### config.mk
export PLATFORM = sky130hd
export DESIGN_NAME = sg_page_xlate
export DESIGN_NICKNAME = d
export VERILOG_FILES = /design/src/rtl/sgx_pkg.sv /design/src/rtl/sgx_dpath.sv /design/src/rtl/sgx_ctrl.sv /design/src/rtl/sg_page_xlate.sv
export SDC_FILE = /design/constraint.sdc
export NUM_CORES = 1
export LEC_CHECK = 0
export ABC_AREA = 1
export BUFFER_PORTS_ARGS = -buffer_cell sky130_fd_sc_hd__buf_2
export CAP_MARGIN = 5
export CORE_MARGIN = 4
export CORE_UTILIZATION = 40
export DETAILED_ROUTE_END_ITERATION = 8
export PLACE_DENSITY = 0.73
export REMOVE_ABC_BUFFERS = 1
export SETUP_SLACK_MARGIN = 0.05
export SLEW_MARGIN = 20
export SYNTH_ARGS = -nofsm -noshare
export SYNTH_HDL_FRONTEND = slang
export SYNTH_SLANG_ARGS = --single-unit
### constraint.sdc
create_clock -name clk -period 2.62 [get_ports clk]
set_input_delay 0.131 -clock clk [delete_from_list [all_inputs] [get_ports clk]]
set_output_delay 0.131 -clock clk [all_outputs]
set_load 0.03 [all_outputs]
### src/rtl/sgx_pkg.sv
package sgx_pkg;

  typedef enum logic [2:0] {
    ST_IDLE,
    ST_FETCH_REQ,
    ST_FETCH_WAIT,
    ST_STREAM,
    ST_END,
    ST_LINEAR
  } sgxState_e;

  // Strobes from control to datapath
  typedef struct packed {
    logic loadStart;   // capture start word, clear index and flags
    logic fetchIssued; // descriptor request accepted: bump index
    logic capDesc;     // descriptor response: latch page base and end flag
    logic advance;     // beat accepted: step offset by one quadword
    logic markOvr;     // demand after end of table
    logic selLinear;   // present the linear address
  } sgxStrobe_t;

endpackage

### src/rtl/sgx_dpath.sv
module sgx_dpath
  import sgx_pkg::*;
#(
  parameter int ADDR_W     = 32,
  parameter int PAGE_SHIFT = 12,
  parameter int BEAT_SHIFT = 3
) (
  input  logic              clk,
  input  logic              rstN,
  input  sgxStrobe_t        strobe,
  input  logic [ADDR_W-1:0] startAddr,
  input  logic [ADDR_W-1:0] memRspData,
  output logic [ADDR_W-1:0] memReqAddr,
  output logic [ADDR_W-1:0] physAddr,
  output logic              atPageEnd,
  output logic              eotFlag,
  output logic              ovrFlag
);

  localparam int OFF_W      = PAGE_SHIFT;
  localparam int BASE_W     = ADDR_W - PAGE_SHIFT;
  localparam int IDX_W      = PAGE_SHIFT - 2;
  localparam int BEAT_BYTES = 1 << BEAT_SHIFT;
  localparam logic [OFF_W-1:0] PAGE_LAST = OFF_W'((1 << PAGE_SHIFT) - BEAT_BYTES);

  logic [BASE_W-1:0] tblBase;
  logic [IDX_W-1:0]  descIdx;
  logic [BASE_W-1:0] pageBase;
  logic [OFF_W-1:0]  pageOff;
  logic [ADDR_W-1:0] linAddr;

  always_ff @(posedge clk) begin
    if (!rstN) begin
      tblBase  <= '0;
      descIdx  <= '0;
      pageBase <= '0;
      pageOff  <= '0;
      linAddr  <= '0;
      eotFlag  <= 1'b0;
      ovrFlag  <= 1'b0;
    end else if (strobe.loadStart) begin
      tblBase  <= startAddr[ADDR_W-1:PAGE_SHIFT];
      descIdx  <= '0;
      pageOff  <= {startAddr[PAGE_SHIFT-1:BEAT_SHIFT], {BEAT_SHIFT{1'b0}}};
      linAddr  <= {startAddr[ADDR_W-1:BEAT_SHIFT], {BEAT_SHIFT{1'b0}}};
      eotFlag  <= 1'b0;
      ovrFlag  <= 1'b0;
    end else begin
      // index stays inside one table page: no carry into the base
      if (strobe.fetchIssued) descIdx <= descIdx + IDX_W'(1);
      if (strobe.capDesc) begin
        pageBase <= memRspData[ADDR_W-1:PAGE_SHIFT];
        eotFlag  <= memRspData[0];
      end
      if (strobe.advance) begin
        pageOff <= pageOff + OFF_W'(BEAT_BYTES);
        linAddr <= linAddr + ADDR_W'(BEAT_BYTES);
      end
      if (strobe.markOvr) ovrFlag <= 1'b1;
    end
  end

  assign memReqAddr = {tblBase, descIdx, 2'b00};
  assign physAddr   = strobe.selLinear ? linAddr : {pageBase, pageOff};
  assign atPageEnd  = (pageOff == PAGE_LAST);

  // every emitted address is quadword aligned
  a_r3_beat_aligned: assert property (@(posedge clk) disable iff (!rstN)
    physAddr[BEAT_SHIFT-1:0] == '0);

  // overrun holds until a new start
  a_r7_ovr_sticky: assert property (@(posedge clk) disable iff (!rstN)
    ovrFlag && !strobe.loadStart |=> ovrFlag);

  // table base is frozen between starts
  a_r2_base_frozen: assert property (@(posedge clk) disable iff (!rstN)
    !strobe.loadStart |=> $stable(memReqAddr[ADDR_W-1:PAGE_SHIFT]));

endmodule

### src/rtl/sgx_ctrl.sv
module sgx_ctrl
  import sgx_pkg::*;
(
  input  logic       clk,
  input  logic       rstN,
  input  logic       startPulse,
  input  logic       sgEnable,
  input  logic       addrReady,
  input  logic       memReqReady,
  input  logic       memRspValid,
  input  logic       atPageEnd,
  input  logic       eotFlag,
  output sgxStrobe_t strobe,
  output logic       addrValid,
  output logic       memReqValid,
  output logic       donePulse
);

  sgxState_e state, stateNext;
  logic      fireDone;

  always_comb begin
    stateNext   = state;
    strobe      = '0;
    addrValid   = 1'b0;
    memReqValid = 1'b0;
    fireDone    = 1'b0;
    strobe.selLinear = (state == ST_LINEAR);
    unique case (state)
      ST_IDLE: ;
      ST_FETCH_REQ: begin
        memReqValid = 1'b1;
        if (memReqReady) begin
          strobe.fetchIssued = 1'b1;
          stateNext          = ST_FETCH_WAIT;
        end
      end
      ST_FETCH_WAIT: begin
        if (memRspValid) begin
          strobe.capDesc = 1'b1;
          stateNext      = ST_STREAM;
        end
      end
      ST_STREAM: begin
        addrValid = 1'b1;
        if (addrReady) begin
          strobe.advance = 1'b1;
          if (atPageEnd) begin
            fireDone  = eotFlag;
            stateNext = eotFlag ? ST_END : ST_FETCH_REQ;
          end
        end
      end
      ST_END: begin
        if (addrReady) strobe.markOvr = 1'b1;
      end
      ST_LINEAR: begin
        addrValid = 1'b1;
        if (addrReady) strobe.advance = 1'b1;
      end
      default: stateNext = ST_IDLE;
    endcase
    if (startPulse) begin
      strobe.loadStart   = 1'b1;
      strobe.fetchIssued = 1'b0;
      strobe.capDesc     = 1'b0;
      strobe.advance     = 1'b0;
      strobe.markOvr     = 1'b0;
      fireDone           = 1'b0;
      stateNext          = sgEnable ? ST_FETCH_REQ : ST_LINEAR;
    end
  end

  always_ff @(posedge clk) begin
    if (!rstN) begin
      state     <= ST_IDLE;
      donePulse <= 1'b0;
    end else begin
      state     <= stateNext;
      donePulse <= fireDone;
    end
  end

  // a pending descriptor read is held until taken
  a_r9_req_hold: assert property (@(posedge clk) disable iff (!rstN)
    memReqValid && !memReqReady && !startPulse |=> memReqValid);

  // done lasts one cycle
  a_r6_done_single: assert property (@(posedge clk) disable iff (!rstN)
    donePulse |=> !donePulse);

  // wrap of a non-final page stops addresses and starts a fetch
  a_r5_wrap_fetch: assert property (@(posedge clk) disable iff (!rstN)
    state == ST_STREAM && addrReady && atPageEnd && !eotFlag && !startPulse
    |=> !addrValid && memReqValid);

endmodule

### src/rtl/sg_page_xlate.sv
module sg_page_xlate
  import sgx_pkg::*;
#(
  parameter int ADDR_W     = 32,
  parameter int PAGE_SHIFT = 12,
  parameter int BEAT_SHIFT = 3
) (
  input  logic              clk,
  input  logic              rstN,
  input  logic              startPulse,
  input  logic              sgEnable,
  input  logic [ADDR_W-1:0] startAddr,
  input  logic              addrReady,
  output logic              addrValid,
  output logic [ADDR_W-1:0] physAddr,
  output logic              memReqValid,
  input  logic              memReqReady,
  output logic [ADDR_W-1:0] memReqAddr,
  input  logic              memRspValid,
  input  logic [ADDR_W-1:0] memRspData,
  output logic              donePulse,
  output logic              overrun
);

  sgxStrobe_t strobe;
  logic       atPageEnd;
  logic       eotFlag;

  sgx_ctrl u_ctrl (
    .clk         (clk),
    .rstN        (rstN),
    .startPulse  (startPulse),
    .sgEnable    (sgEnable),
    .addrReady   (addrReady),
    .memReqReady (memReqReady),
    .memRspValid (memRspValid),
    .atPageEnd   (atPageEnd),
    .eotFlag     (eotFlag),
    .strobe      (strobe),
    .addrValid   (addrValid),
    .memReqValid (memReqValid),
    .donePulse   (donePulse)
  );

  sgx_dpath #(
    .ADDR_W     (ADDR_W),
    .PAGE_SHIFT (PAGE_SHIFT),
    .BEAT_SHIFT (BEAT_SHIFT)
  ) u_dpath (
    .clk        (clk),
    .rstN       (rstN),
    .strobe     (strobe),
    .startAddr  (startAddr),
    .memRspData (memRspData),
    .memReqAddr (memReqAddr),
    .physAddr   (physAddr),
    .atPageEnd  (atPageEnd),
    .eotFlag    (eotFlag),
    .ovrFlag    (overrun)
  );

  // a stalled address holds steady
  a_r4_stall_hold: assert property (@(posedge clk) disable iff (!rstN)
    addrValid && !addrReady && !startPulse |=> addrValid && $stable(physAddr));

  // no address while overrun is flagged
  a_r7_ovr_silent: assert property (@(posedge clk) disable iff (!rstN)
    overrun && !startPulse |-> !addrValid);

  // fetch and address stream never overlap
  a_r5_exclusive: assert property (@(posedge clk) disable iff (!rstN)
    !(memReqValid && addrValid));

endmodule

# Word-level counts from Yosys, hierarchy flattened
# Cells that the tools add are included.
# op_classes
eq_ne,11
bitwise,5
reduce_logical,8
mux,23
addsub,3
# op_table
cell,count
two-way mux 32 bit,3
adder 32 x 4 -> 32 bit (second input constant),1
two-way mux 12 bit,2
two-way mux 3 bit,7
adder 12 x 4 -> 12 bit (second input constant),1
== test 12 bit (second input constant),1
!= test 3 bit (second input constant),4
one-hot mux 3 bit (4 select lines),1
adder 10 x 1 -> 10 bit (second input constant),1
two-way mux 1 bit,9
== test 3 x 2 -> 1 bit (second input constant),2
== test 3 bit (second input constant),2
two-way mux 5 bit,1
inverter 1 bit,5
AND reduction 5 bit,1
OR reduction 5 bit,1
OR reduction 2 bit,2
== test 3 x 1 -> 1 bit (second input constant),1
zero test 3 bit,1
OR reduction 3 bit,1
!= test 2 x 1 -> 1 bit (second input constant),1
AND reduction 2 bit,1
nonzero test 2 bit,1
# totals
output_inout_bits,68
ff_bits,100
in_bits,71

# Longest topological paths before layout
# Gate-level depths: netlist of the first run.
# logic_depth
depth_word,6
mapped_depth,10
ltp_nobuf,10

# Modules after synthesis
# From an unflattened synthesis of the first run, not the netlist that was laid out.
# hier_totals
cells_unflattened,743
area_unflattened_um2,4936.0
# modules_own_cells
mod,cells_each,area_per_inst_um2,instances
sgx_dpath,690,4610.7,1
sgx_ctrl,53,325.3,1

# Worst setup path before layout of the first run
# OpenSTA, ideal clock, no wires.
# synth_path
path_type,reg2out
from,register u_ctrl.state[0]
to,output port physAddr[12]
path_stages_with_launch,5
t_required_ns,2.489
arrival_ns,1.572
path_slack_ns,0.917
path_cell_list,dfxtp_1 -> nand3_1 -> buf_2 -> clkbuf_1 -> o21ai_0
# synth_between
elab_chain_len,2
# synth_lines
element,line_no,source
start: declaration,sgx_ctrl.sv:19,"sgxState_e state, stateNext;"
start signal: assignment,sgx_ctrl.sv:79,state <= stateNext;
== test 3 bit,sgx_ctrl.sv:28,strobe.selLinear = (state == ST_LINEAR);
two-way mux 32 bit,sgx_dpath.sv:64,"assign physAddr = strobe.selLinear ? linAddr : {pageBase, pageOff};"
end: declaration,sg_page_xlate.sv:15,"output logic [ADDR_W-1:0] physAddr,"
# Every way passes these cells.

# Final worst setup path of the first run
# layout_path
from,register u_ctrl.state[1]
to,output port physAddr[4]
# Same word-level chain as after synthesis.

==> key figures, run 1 <==
STA
  – Hold Fails Final Rpt: 0
  – Clock skew: 0.00655 ns
  – Slew at the pin closest to its max-slew limit: 0.951 ns
  – Fmax: 490 MHz
  – Min Tclk post-route: 2.04 ns
  – Final setup viols: 0
  – Slew Viols, Final: 0
  – Max_slew headroom: 0.364
  – Final period utilization: 0.779
  – Setup_tns: 0 ns
  – Unrepaired setup endpoints after global routing: no

Synthesis
  – Most numerous cell in the Yosys netlist: nand2_1
  – Most used DFF post-synth: dfxtp_1
  – Most frequent cells after synthesis: nand2_1, dfxtp_1, inv_1
  – Post-synthesis instance area: 4950 µm²
  – Average size of a mapped cell: 6.59 µm²
  – Synth cell types: 38
  – Top area cells in the synthesized netlist: dfxtp_1, nand2_1, o21ai_0
  – Seq/Total Area, Yosys: 0.380
  – Post-synthesis register bit count: 94
  – Ys async rst share: 0
  – Yosys top cell by area: dfxtp_1
  – Number of enable flip-flop cells after synthesis: 0
  – Synth top area share: 0.380
  – Synth warn: 0
  – Mapped Cells: 752

Global routing
  – Initial antenna violation count: 0
  – Largest net degree at the start of global routing: 58
  – Gr usage total: 0.190
  – Global-route wire length before repair: 22,300 µm
  – Routing usage on met2: 0.298
  – GRT met3 Usage: 0.0570
  – Number of global-route vias before repair: 4,719
  – Grt total ovfl: 0
  – Grt met1 use: 0.256
  – Gr busiest metal: met2

Clock network
  – Clock Tree Root: clkbuf_16
  – Hold-fix buffers, CTS: 0
  – CTS tree: done
  – CTS Buf Count: 9
  – H-Tree Level Count: 3
  – Resized Gates After CTS: 0
  – Skew-Pair Late Insertion Delay: 0.34 ns
  – # Post-CTS Setup Buffers: 0
  – Clock transition at path regs: 0.06 ns
  – Maximum clock path buffer count: 2
  – Clock sinks: 94

Worst setup path
  – Critical Path End Type: output port
  – Critical path type: flop to output port
  – Crit path launch type: flop
  – WP data required: 2.49 ns
  – Critical path fanouts, max: 57
  – Critical Path AT: 1.91 ns

Detailed routing
  – Via/cell ratio: 4.82
  – Residual DRC count: 0
  – DR vias: 4,947
  – DR WL/cell: 12.9 µm
  – Post-route antenna net violation count: 0
  – TritonRoute pass-1 iters: 5
  – Iteration-0 DRC Markers: 359
  – DRT Wirelength: 13,300 µm

Power
  – Leakage: 2.57 nW
  – Pwr/cell area: 542 nW/µm²
  – Power, Total: 3.21 mW
  – Maximum VDD drop: 0.393 mV

Floorplan
  – Placement Rows: 40
  – Area of the die: 14,200 µm²
  – Initial cell density of the core: 0.411
  – Die height: 119 µm
  – # IOs: 139
  – Die width: 119 µm
  – Core Region: 12,100 µm²

Finish
  – Area delta synth->final: 19.6%
  – Layout cell share with drive strength beyond 1: 0.189
  – Fin area: 5920 µm²
  – Nets@finish: 929
  – Layout fillers: 1,275
  – Diodes inserted: 0
  – Finished Layout Cells: 1,026

Run
  – Max-cap viol count: 0

Outcome
  – Outcome: finished, final reports clean

Placed design
  – GP Congestion: 0.876
  – Number of port buffers: 119
  – Dpl hpwl: 9700 µm
  – Cell total after placement: 1,011
  – Post-DP Area: 5630 µm²

Worst hold path
  – Hold WC Path Type: input pin to flop
-- report_power, final --
group / switching [mW] / internal, mW / total, mW
combinational: 0.254 / 0.125 / 0.380
sequential: 0.0549 / 1.49 / 1.54
clock: 0.547 / 0.743 / 1.29
-- per-layer routing --
layer  vias up  wire length [µm]
met4         0               104
met3         9               908
li1       2636                 -
met1      2159              6360
met5         -                 0
met2       143              5910
-- worst max-delay path, stage by stage, from the launching register on --
cell	delay (ns)
dfxtp_1	0.37
inv_1	0.09
nand3_2	0.08
buf_4	0.42
mux2_2	0.39
buf_2	0.18
-- flip-flops by register name, summed over array words and instances, names as in the netlist --
register / flops
u_dpath.pageBase: 20
u_dpath.linAddr: 29
u_ctrl.state: 3
u_dpath.eotFlag: 1
u_dpath.ovrFlag: 1
u_dpath.descIdx: 10
u_ctrl.donePulse: 1
u_dpath.tblBase: 20
u_dpath.pageOff: 9
-- final cells by class --
cell class	instances	area [µm²]	share of cell area
clock buffer	13	280	0.0473
sequential	94	1880	0.318
tap	168	210	0.0355
timing repair buffer	125	641	0.108
inverter	87	329	0.0556
clock inverter	2	15.0	0.00254
multi-input combinational	537	2560	0.433
-- through the flow --
stage | setup WS [ns] | hold slack (ns) | util
2_1_floorplan | 0.0392 | 0.257 | -
3_3_place_gp | 0.680 | 0.361 | 0.466
3_5_place_dp | 0.621 | 0.372 | 0.466
4_1_cts | 0.564 | 0.0203 | 0.491
5_1_grt | 0.369 | 0.0255 | 0.491
6_report | 0.579 | 0.0298 | 0.491
-- kinds of logic after synthesis --
logic type / Yosys count / share of synthesized area
AO/OA/AOI/OAI: 179 / 0.186
XOR/XNOR: 13 / 0.0230
adder cells (fa/ha/maj): 4 / 0.0101
buffers and inverters: 125 / 0.106
flip-flops: 94 / 0.380
multiplexers: 1 / 0.00227
other: 1 / 0.000757
AND/OR/NAND/NOR: 335 / 0.292
-- final timing paths --
check,cells past startpoint,start,slack (ns),to
worst max-delay path,5,u_ctrl.state[1]$_SDFFE_PN0P_,0.58,physAddr[4]
worst min-delay path,3,startAddr[14],0.03,u_dpath.tblBase[2]$_SDFFE_PN0P_
worst max register to register,10,u_dpath.pageOff[3]$_SDFFE_PN0P_,0.61,u_ctrl.state[0]$_SDFFE_PN0P_
worst min register to register,2,u_dpath.tblBase[7]$_SDFFE_PN0P_,0.44,u_dpath.tblBase[7]$_SDFFE_PN0P_
-- placed cells by master (no fill, tap or decap), types with 2 or more instances in the layout --
| cell | synthesis | final |
|---|---|---|
| nand2_2 | 3 | 3 |
| nor3_1 | 7 | 7 |
| nand3_2 | 1 | 2 |
| o21ai_1 | 2 | 2 |
| nor2_4 | 3 | 3 |
| a31oi_1 | 11 | 11 |
| nand4_1 | 6 | 6 |
| xor2_1 | 12 | 12 |
| or2_2 | 2 | 2 |
| conb_1 | 1 | 5 |
| buf_2 | 5 | 119 |
| nand3_1 | 60 | 59 |
| nor2_2 | 6 | 6 |
| buf_4 | 6 | 6 |
| o21ai_0 | 81 | 81 |
| nand2_4 | 2 | 2 |
| clkinvlp_4 | 0 | 2 |
| ha_1 | 4 | 4 |
| a21oi_1 | 80 | 80 |
| clkbuf_8 | 0 | 4 |
| dfxtp_1 | 94 | 94 |
| o211ai_1 | 2 | 2 |
| inv_1 | 85 | 85 |
| nor2_1 | 48 | 48 |
| clkbuf_16 | 0 | 9 |
| nand2_1 | 193 | 193 |
(Power assumes the default switching activity.)
==> run 2, diff against run 1 <==
==> constraint.sdc (replaced) <==
create_clock -name clk -period 2.1 [get_ports clk]
set_input_delay 0.105 -clock clk [delete_from_list [all_inputs] [get_ports clk]]
set_output_delay 0.105 -clock clk [all_outputs]
set_load 0.03 [all_outputs]
==> key figures, run 2 (synthesis gave the netlist of run 1 again) <==
Global routing
  – Largest net degree at the start of global routing: 58 (unchanged)
  – Grt total ovfl: 0 (unchanged)
  – Global-route wire length before repair: 22,300 µm (about the same)
  – Number of global-route vias before repair: 4,680 (-0.83%)
  – Gr usage total: 0.191 (+0.00167)
  – Initial antenna violation count: 0 (unchanged)

Detailed routing
  – Via/cell ratio: 4.91 (+1.8%)
  – DR WL/cell: 13.1 µm (+1.1%)
  – DR vias: 5,074 (+2.6%)
  – TritonRoute pass-1 iters: 6 (+1)
  – Residual DRC count: 0 (unchanged)
  – DRT Wirelength: 13,500 µm (+1.9%)
  – Post-route antenna net violation count: 0 (unchanged)
  – Iteration-0 DRC Markers: 374 (+4.2%)

Finish
  – Most frequent cells in the layout: nand2_1, buf_2, dfxtp_1
  – Commonest non-fill, non-tap cell in the layout: nand2_1
  – Top Registers: u_dpath.linAddr: 29 flops, u_dpath.pageBase: 20 flops, u_dpath.tblBase: 20 flops
  – Largest Register: u_dpath.linAddr
  – Layout fillers: 1,275 (unchanged)
  – Fin area: 6020 µm² (+1.6%)
  – Max reg flops: 29 (unchanged)
  – Nets@finish: 937 (+0.86%)
  – Multi-input logic area: 2580 µm² (+0.73%)
  – Reg area: 1890 µm² (+0.27%)
  – Diodes inserted: 0 (unchanged)
  – Area delta synth->final: 21.6%
  – Finished Layout Cells: 1,034 (+0.78%)
  – Layout cell share with drive strength beyond 1: 0.195 (+0.00634)

Placed design
  – Cell total after placement: 1,014 (+0.30%)
  – Post-place setup slack: 0.209 ns (-0.412 ns)
  – Dpl hpwl: 9820 µm (+1.3%)
  – Post-DP Area: 5660 µm² (+0.62%)
  – GP Congestion: 0.899 (+2.6%)
  – Number of port buffers: 119 (unchanged)

Floorplan
  – Placement Rows: 40 (unchanged)
  – Area of the die: 14,200 µm² (unchanged)
  – Die width: 119 µm (unchanged)
  – Core Region: 12,100 µm² (unchanged)
  – Initial cell density of the core: 0.411 (unchanged)
  – Die height: 119 µm (unchanged)
  – # IOs: 139 (unchanged)

STA
  – Clock skew: 0.00454 ns (-0.00201 ns)
  – Fmax: 528 MHz
  – Hold slack final: 0.0118 ns (-0.0180 ns)
  – Slew Viols, Final: 0 (unchanged)
  – Min Tclk post-route: 1.89 ns
  – Final period utilization: 0.902
  – PnR worst setup slack: 0.206 ns (-0.374 ns)
  – Setup_tns: 0 ns (unchanged)
  – Hold Fails Final Rpt: 0 (unchanged)
  – Unrepaired setup endpoints after global routing: no
  – Final setup viols: 0 (unchanged)

Power
  – Maximum VDD drop: 0.568 mV (+45%)
  – Comb pwr share: 0.121 (+0.003)
  – Part of the power in the clock network: 0.401 (about the same)
  – Psw: 1.05 mW (+23%)
  – Switching Share: 0.261 (-0.00533)
  – Leakage: 2.61 nW (+1.4%)
  – Pwr/cell area: 669 nW/µm² (+23%)
  – Register share of total power: 0.478 (-0.002)
  – Internal: 2.97 mW (+26%)

Outcome
  – Outcome: finished, final reports clean

Worst setup path
  – Critical path fanouts, max: 5 (-91%)
  – WP data required: 2.38 ns (-0.11 ns)
  – Critical path type: flop to flop
  – Critical Path End Type: flop
  – Critical Path AT: 2.17 ns (+0.26 ns)
  – Crit path launch type: flop

Clock network
  – Maximum clock path buffer count: 2 (unchanged)
  – CTS tree: done
  – Skew-Pair Late Insertion Delay: 0.34 ns (about the same)
  – Clock Tree Root: clkbuf_16
  – CTS Buf Count: 9 (unchanged)
  – H-Tree Level Count: 3 (unchanged)
  – Clock transition at path regs: 0.06 ns (about the same)
  – Clock sinks: 94 (unchanged)

Run
  – Max-cap viol count: 0 (unchanged)

Worst hold path
  – Hold WC Path Type: input pin to flop
-- run 2: changes by cell type in the layout (fill, tap and decap cells not counted), moves of 2 or more --
cell,before,now
ha_1,4,2
clkbuf_8,4,1
clkbuf_1,0,4
dfxtp_1,94,92
nand2_1,193,191
clkinvlp_4,2,0
ha_2,0,2
dlygate4sd3_1,0,5
nand2_2,3,5
buf_4,6,8
-- run 2: power groups by stage --
stage	sequential [mW]	clock, mW	combinational (mW)
4_1_cts	1.92	1.66	0.490
3_5_place_dp	1.96	0	0.481
3_3_place_gp	1.96	0	0.477
2_1_floorplan	1.99	0	0.248
6_report	1.92	1.61	0.488
5_1_grt	1.93	1.72	0.550
-- run 2: per-stage QoR --
stage	utilization	total power, mW
2_1_floorplan	-	2.24
3_3_place_gp	0.469	2.44
3_5_place_dp	0.469	2.44
4_1_cts	0.497	4.07
5_1_grt	0.499	4.21
6_report	0.499	4.03
-- run 2: final timing paths --
kind / startpoint / endpoint / slack, ns / depth (start not counted)
worst min-delay path: startAddr[28] / u_dpath.tblBase[16]$_SDFFE_PN0P_ / 0.01 / 3
worst min register to register: u_dpath.tblBase[17]$_SDFFE_PN0P_ / u_dpath.tblBase[17]$_SDFFE_PN0P_ / 0.44 / 2
worst max-delay path: u_dpath.pageOff[3]$_SDFFE_PN0P_ / u_ctrl.state[0]$_SDFFE_PN0P_ / 0.21 / 10
worst max register to register: u_dpath.pageOff[3]$_SDFFE_PN0P_ / u_ctrl.state[0]$_SDFFE_PN0P_ / 0.21 / 10
-- run 2: worst max-delay path, cell delays in order, from the launching register on --
cell and delay (ns):
dfxtp_4 0.36, ha_2 0.18, nand4_1 0.17, nor4_2 0.32, ha_2 0.21, a21oi_1 0.06, nor2_2 0.16, nand2_2 0.10
nand2_2 0.09, nand2_1 0.05, a21oi_1 0.12
-- run 2: layer usage --
layer | wire length [µm] | vias to the layer above | global-route usage | share of wire
met3 | 888 | 13 | 0.0579 | 0.066
met5 | 0 | - | 0 | 0
li1 | - | 2653 | - | -
met4 | 167 | 0 | 0.0492 | 0.012
met2 | 6190 | 139 | 0.312 | 0.46
met1 | 6280 | 2269 | 0.246 | 0.46
-- run 2: area by class of cell --
cell class              count  area share
clock inverters             1     0.00499
well taps                 168      0.0349
multi-input cells         537       0.429
flip-flops and latches     94       0.313
clock buffers              14      0.0422
repair buffers            133       0.121
inverters                  87      0.0547
-- run 2: timing repair --
| action | 4_1_cts | 5_1_grt |
|---|---|---|
| resized for setup | 0 | 9 |
| endpoints found under the setup margin | 0 | 2 |
| hold endpoints to repair | 5 | 0 |
| setup buffers | 0 | 0 |
| hold buffers | 5 | 0 |
==> run 3, diff against run 2 <==
--- a/config.mk
+++ b/config.mk
@@ -17,4 +17,5 @@
 export SLEW_MARGIN = 20
 export SYNTH_ARGS = -nofsm -noshare
 export SYNTH_HDL_FRONTEND = slang
+export SYNTH_HIERARCHICAL = 1
 export SYNTH_SLANG_ARGS = --single-unit
==> key figures, run 3 <==
Outcome
  – Outcome: finished, final reports clean

Synthesis
  – Ys async rst share: 0 (unchanged)
  – Mapped Cells: 743 (-1.2%)
  – Post-synthesis register bit count: 94 (unchanged)
  – Seq/Total Area, Yosys: 0.381 (+0.00125)
  – Most frequent cells after synthesis: nand2_1, nor2_1, dfxtp_1
  – Synth Area in XOR/XNOR: 0.0319 (+0.00895)
  – Synth warn: 6 (+6)
  – Most used DFF post-synth: dfxtp_1
  – Synth top area share: 0.381 (+0.00125)
  – Top area cells in the synthesized netlist: dfxtp_1, nand2_1, a21oi_1
  – Synth Area in Adders: 0.0101 (+0.0000333)
  – Main combinational cell family by area after synthesis: simple AND/OR/NAND/NOR gates
  – Post-synthesis instance area: 4940 µm² (-0.33%)
  – Yosys top cell by area: dfxtp_1
  – Simple-Gate Fraction of Synth Area: 0.313 (+0.0212)
  – Post-synthesis mux area share: 0.00228 (+0.00000749)
  – Most numerous cell in the Yosys netlist: nand2_1
  – Average size of a mapped cell: 6.64 µm² (+0.88%)
  – Number of enable flip-flop cells after synthesis: 0 (unchanged)
  – Synth Area in Compound Gates: 0.175 (-0.0116)
  – Synth cell types: 39 (+2.6%)

Global routing
  – Number of global-route vias before repair: 4,641 (-0.83%)
  – Largest net degree at the start of global routing: 58 (unchanged)
  – Grt total ovfl: 0 (unchanged)
  – Gr usage total: 0.188 (-0.00287)
  – Initial antenna violation count: 0 (unchanged)
  – Global-route wire length before repair: 21,900 µm (-1.7%)

STA
  – Min Tclk post-route: 1.91 ns (+0.0136 ns)
  – Max_slew headroom: 0.504
  – Slew Viols, Final: 0 (unchanged)
  – Setup_tns: 0 ns (unchanged)
  – Unrepaired setup endpoints after global routing: no
  – Clock skew: 0.00391 ns (-0.000629 ns)
  – Fmax: 524 MHz (-0.71%)
  – Slew at the pin closest to its max-slew limit: 0.744 ns
  – Hold Fails Final Rpt: 0 (unchanged)
  – Final period utilization: 0.909 (+0.00650)
  – Final setup viols: 0 (unchanged)

Placed design
  – Number of port buffers: 119 (unchanged)
  – Dpl hpwl: 9700 µm (-1.2%)
  – Post-DP Area: 5750 µm² (+1.5%)
  – GP Congestion: 0.856 (-4.8%)
  – Cell total after placement: 1,014 (unchanged)

Floorplan
  – Area of the die: 14,200 µm² (-0.31%)
  – Core Region: 12,100 µm² (unchanged)
  – Initial cell density of the core: 0.409 (-0.00135)
  – # IOs: 139 (unchanged)
  – Placement Rows: 40 (unchanged)
  – Die height: 119 µm (-0.16%)
  – Die width: 119 µm (-0.16%)

Worst setup path
  – Critical path fanouts, max: 29 (+24)
  – Critical Path End Type: output port
  – WP data required: 2.00 ns (-0.38 ns)
  – Crit path launch type: flop
  – Critical path type: flop to output port
  – Critical Path AT: 1.80 ns (-0.37 ns)

Detailed routing
  – Iteration-0 DRC Markers: 251 (-33%)
  – Via/cell ratio: 4.80 (-2.2%)
  – DR WL/cell: 13.2 µm (+1.2%)
  – DRT Wirelength: 13,800 µm (+2.2%)
  – TritonRoute pass-1 iters: 4 (-2)
  – Residual DRC count: 0 (unchanged)
  – Post-route antenna net violation count: 0 (unchanged)
  – DR vias: 5,009 (-1.3%)

Finish
  – Layout fillers: 1,239 (-2.8%)
  – Max reg flops: 29 (unchanged)
  – Fin area: 6210 µm² (+3.2%)
  – Top Registers: u_dpath/linAddr: 29 flops, u_dpath/pageBase: 20 flops, u_dpath/tblBase: 20 flops
  – Diodes inserted: 0 (unchanged)
  – Area delta synth->final: 25.9%
  – Multi-input logic area: 2670 µm² (+3.4%)
  – Most frequent cells in the layout: nand2_1, buf_2, nor2_1
  – Nets@finish: 948 (+1.2%)
  – Reg area: 1880 µm² (-0.20%)
  – Layout cell share with drive strength beyond 1: 0.212 (+0.0172)
  – Largest Register: u_dpath/linAddr
  – Commonest non-fill, non-tap cell in the layout: nand2_1
  – Finished Layout Cells: 1,044 (+0.97%)

Clock network
  – H-Tree Level Count: 3 (unchanged)
  – Skew-Pair Late Insertion Delay: 0.34 ns (about the same)
  – CTS tree: done
  – Maximum clock path buffer count: 2 (unchanged)
  – CTS Buf Count: 9 (unchanged)
  – Clock sinks: 94 (unchanged)
  – Clock Tree Root: clkbuf_16
  – Clock transition at path regs: 0.06 ns (about the same)

Power
  – Switching Share: 0.267 (+0.00526)
  – Comb pwr share: 0.134 (+0.013)
  – Power, Total: 3.99 mW (-0.79%)
  – Part of the power in the clock network: 0.386 (-0.015)
  – Register share of total power: 0.481 (+0.003)
  – Leakage: 2.75 nW (+5.3%)
  – Internal: 2.93 mW (-1.5%)
  – Maximum VDD drop: 0.464 mV (-18%)
  – Psw: 1.06 mW (+1.2%)
  – Pwr/cell area: 643 nW/µm² (-3.9%)

Run
  – Max-cap viol count: 0 (unchanged)

Worst hold path
  – Hold WC Path Type: input pin to flop
run 3: cell count changes after synthesis, sizes merged, moves of 7 or more:
cell	change
nor2	+55
inv	-22
o21ai	-35
a21boi	+21
nand3	-26
nand2	+7
run 3: final timing paths:
| kind | from | slack (ns) | end | cells after the start |
|---|---|---|---|---|
| setup reg to reg | u_ctrl/state[2]$_SDFFE_PN0P_ | 0.25 | u_dpath/linAddr[19]$_SDFFE_PN0P_ | 10 |
| hold / removal | memRspData[24] | 0.02 | u_dpath/pageBase[12]$_SDFFE_PN0P_ | 3 |
| hold reg to reg | u_dpath/pageBase[0]$_SDFFE_PN0P_ | 0.44 | u_dpath/pageBase[0]$_SDFFE_PN0P_ | 2 |
| setup / recovery | u_ctrl/state[2]$_SDFFE_PN0P_ | 0.19 | physAddr[15] | 5 |
run 3: logic make-up (layout without fill, tap and decap cells):
kind of cell,Yosys count,in the layout
buf+inv,102,231
fa+ha+maj,4,4
compound gates,157,157
mux,1,1
other cells,1,5
xor+xnor,18,18
flops,94,94
simple gates,366,366
run 3: metal layers:
| layer | track usage | up-vias | part of all wire |
|---|---|---|---|
| met5 | 0 | - | 0 |
| met4 | 0.0659 | 0 | 0.017 |
| met3 | 0.0423 | 17 | 0.058 |
| met2 | 0.305 | 115 | 0.46 |
| met1 | 0.247 | 2249 | 0.47 |
| li1 | - | 2628 | - |
run 3: final cells by class:
| cell class | count | area share |
|---|---|---|
| multi-input cells | 551 | 0.430 |
| flip-flops and latches | 94 | 0.303 |
| repair buffers | 150 | 0.146 |
| clock buffers | 13 | 0.0435 |
| inverters | 67 | 0.0427 |
| well taps | 168 | 0.0338 |
| clock inverters | 1 | 0.000806 |
run 3: metrics by stage:
step	hold WS, ns	utilization	setup WS [ns]
global placement	0.328	0.476	0.193
CTS	0.00860	0.511	0.0823
detailed placement	0.332	0.476	0.169
global route	0.0363	0.515	0.0601
floorplan	0.180	-	-2.29
finish	0.0171	0.515	0.192
run 3: repair_timing:
| action | in CTS | in global routing |
|---|---|---|
| buffers inserted | 0 | 1 |
| hold endpoints to repair | 14 | 0 |
| hold buffers | 14 | 0 |
| endpoints found under the setup margin | 0 | 24 |
| resized for setup | 0 | 6 |
run 3: power by group through the flow:
stage / logic, mW / clock network [mW] / registers [mW]
floorplan: 0.270 / 0 / 1.98
global placement: 0.498 / 0 / 1.95
detailed placement: 0.504 / 0 / 1.96
CTS: 0.526 / 1.59 / 1.92
global route: 0.585 / 1.66 / 1.93
finish: 0.534 / 1.54 / 1.92
run 3: critical path: stages, from the launching register on:
cell and delay, ns:
dfxtp_2 0.39, inv_2 0.08, nor3_4 0.23, buf_12 0.22, mux2_2 0.36, buf_2 0.18
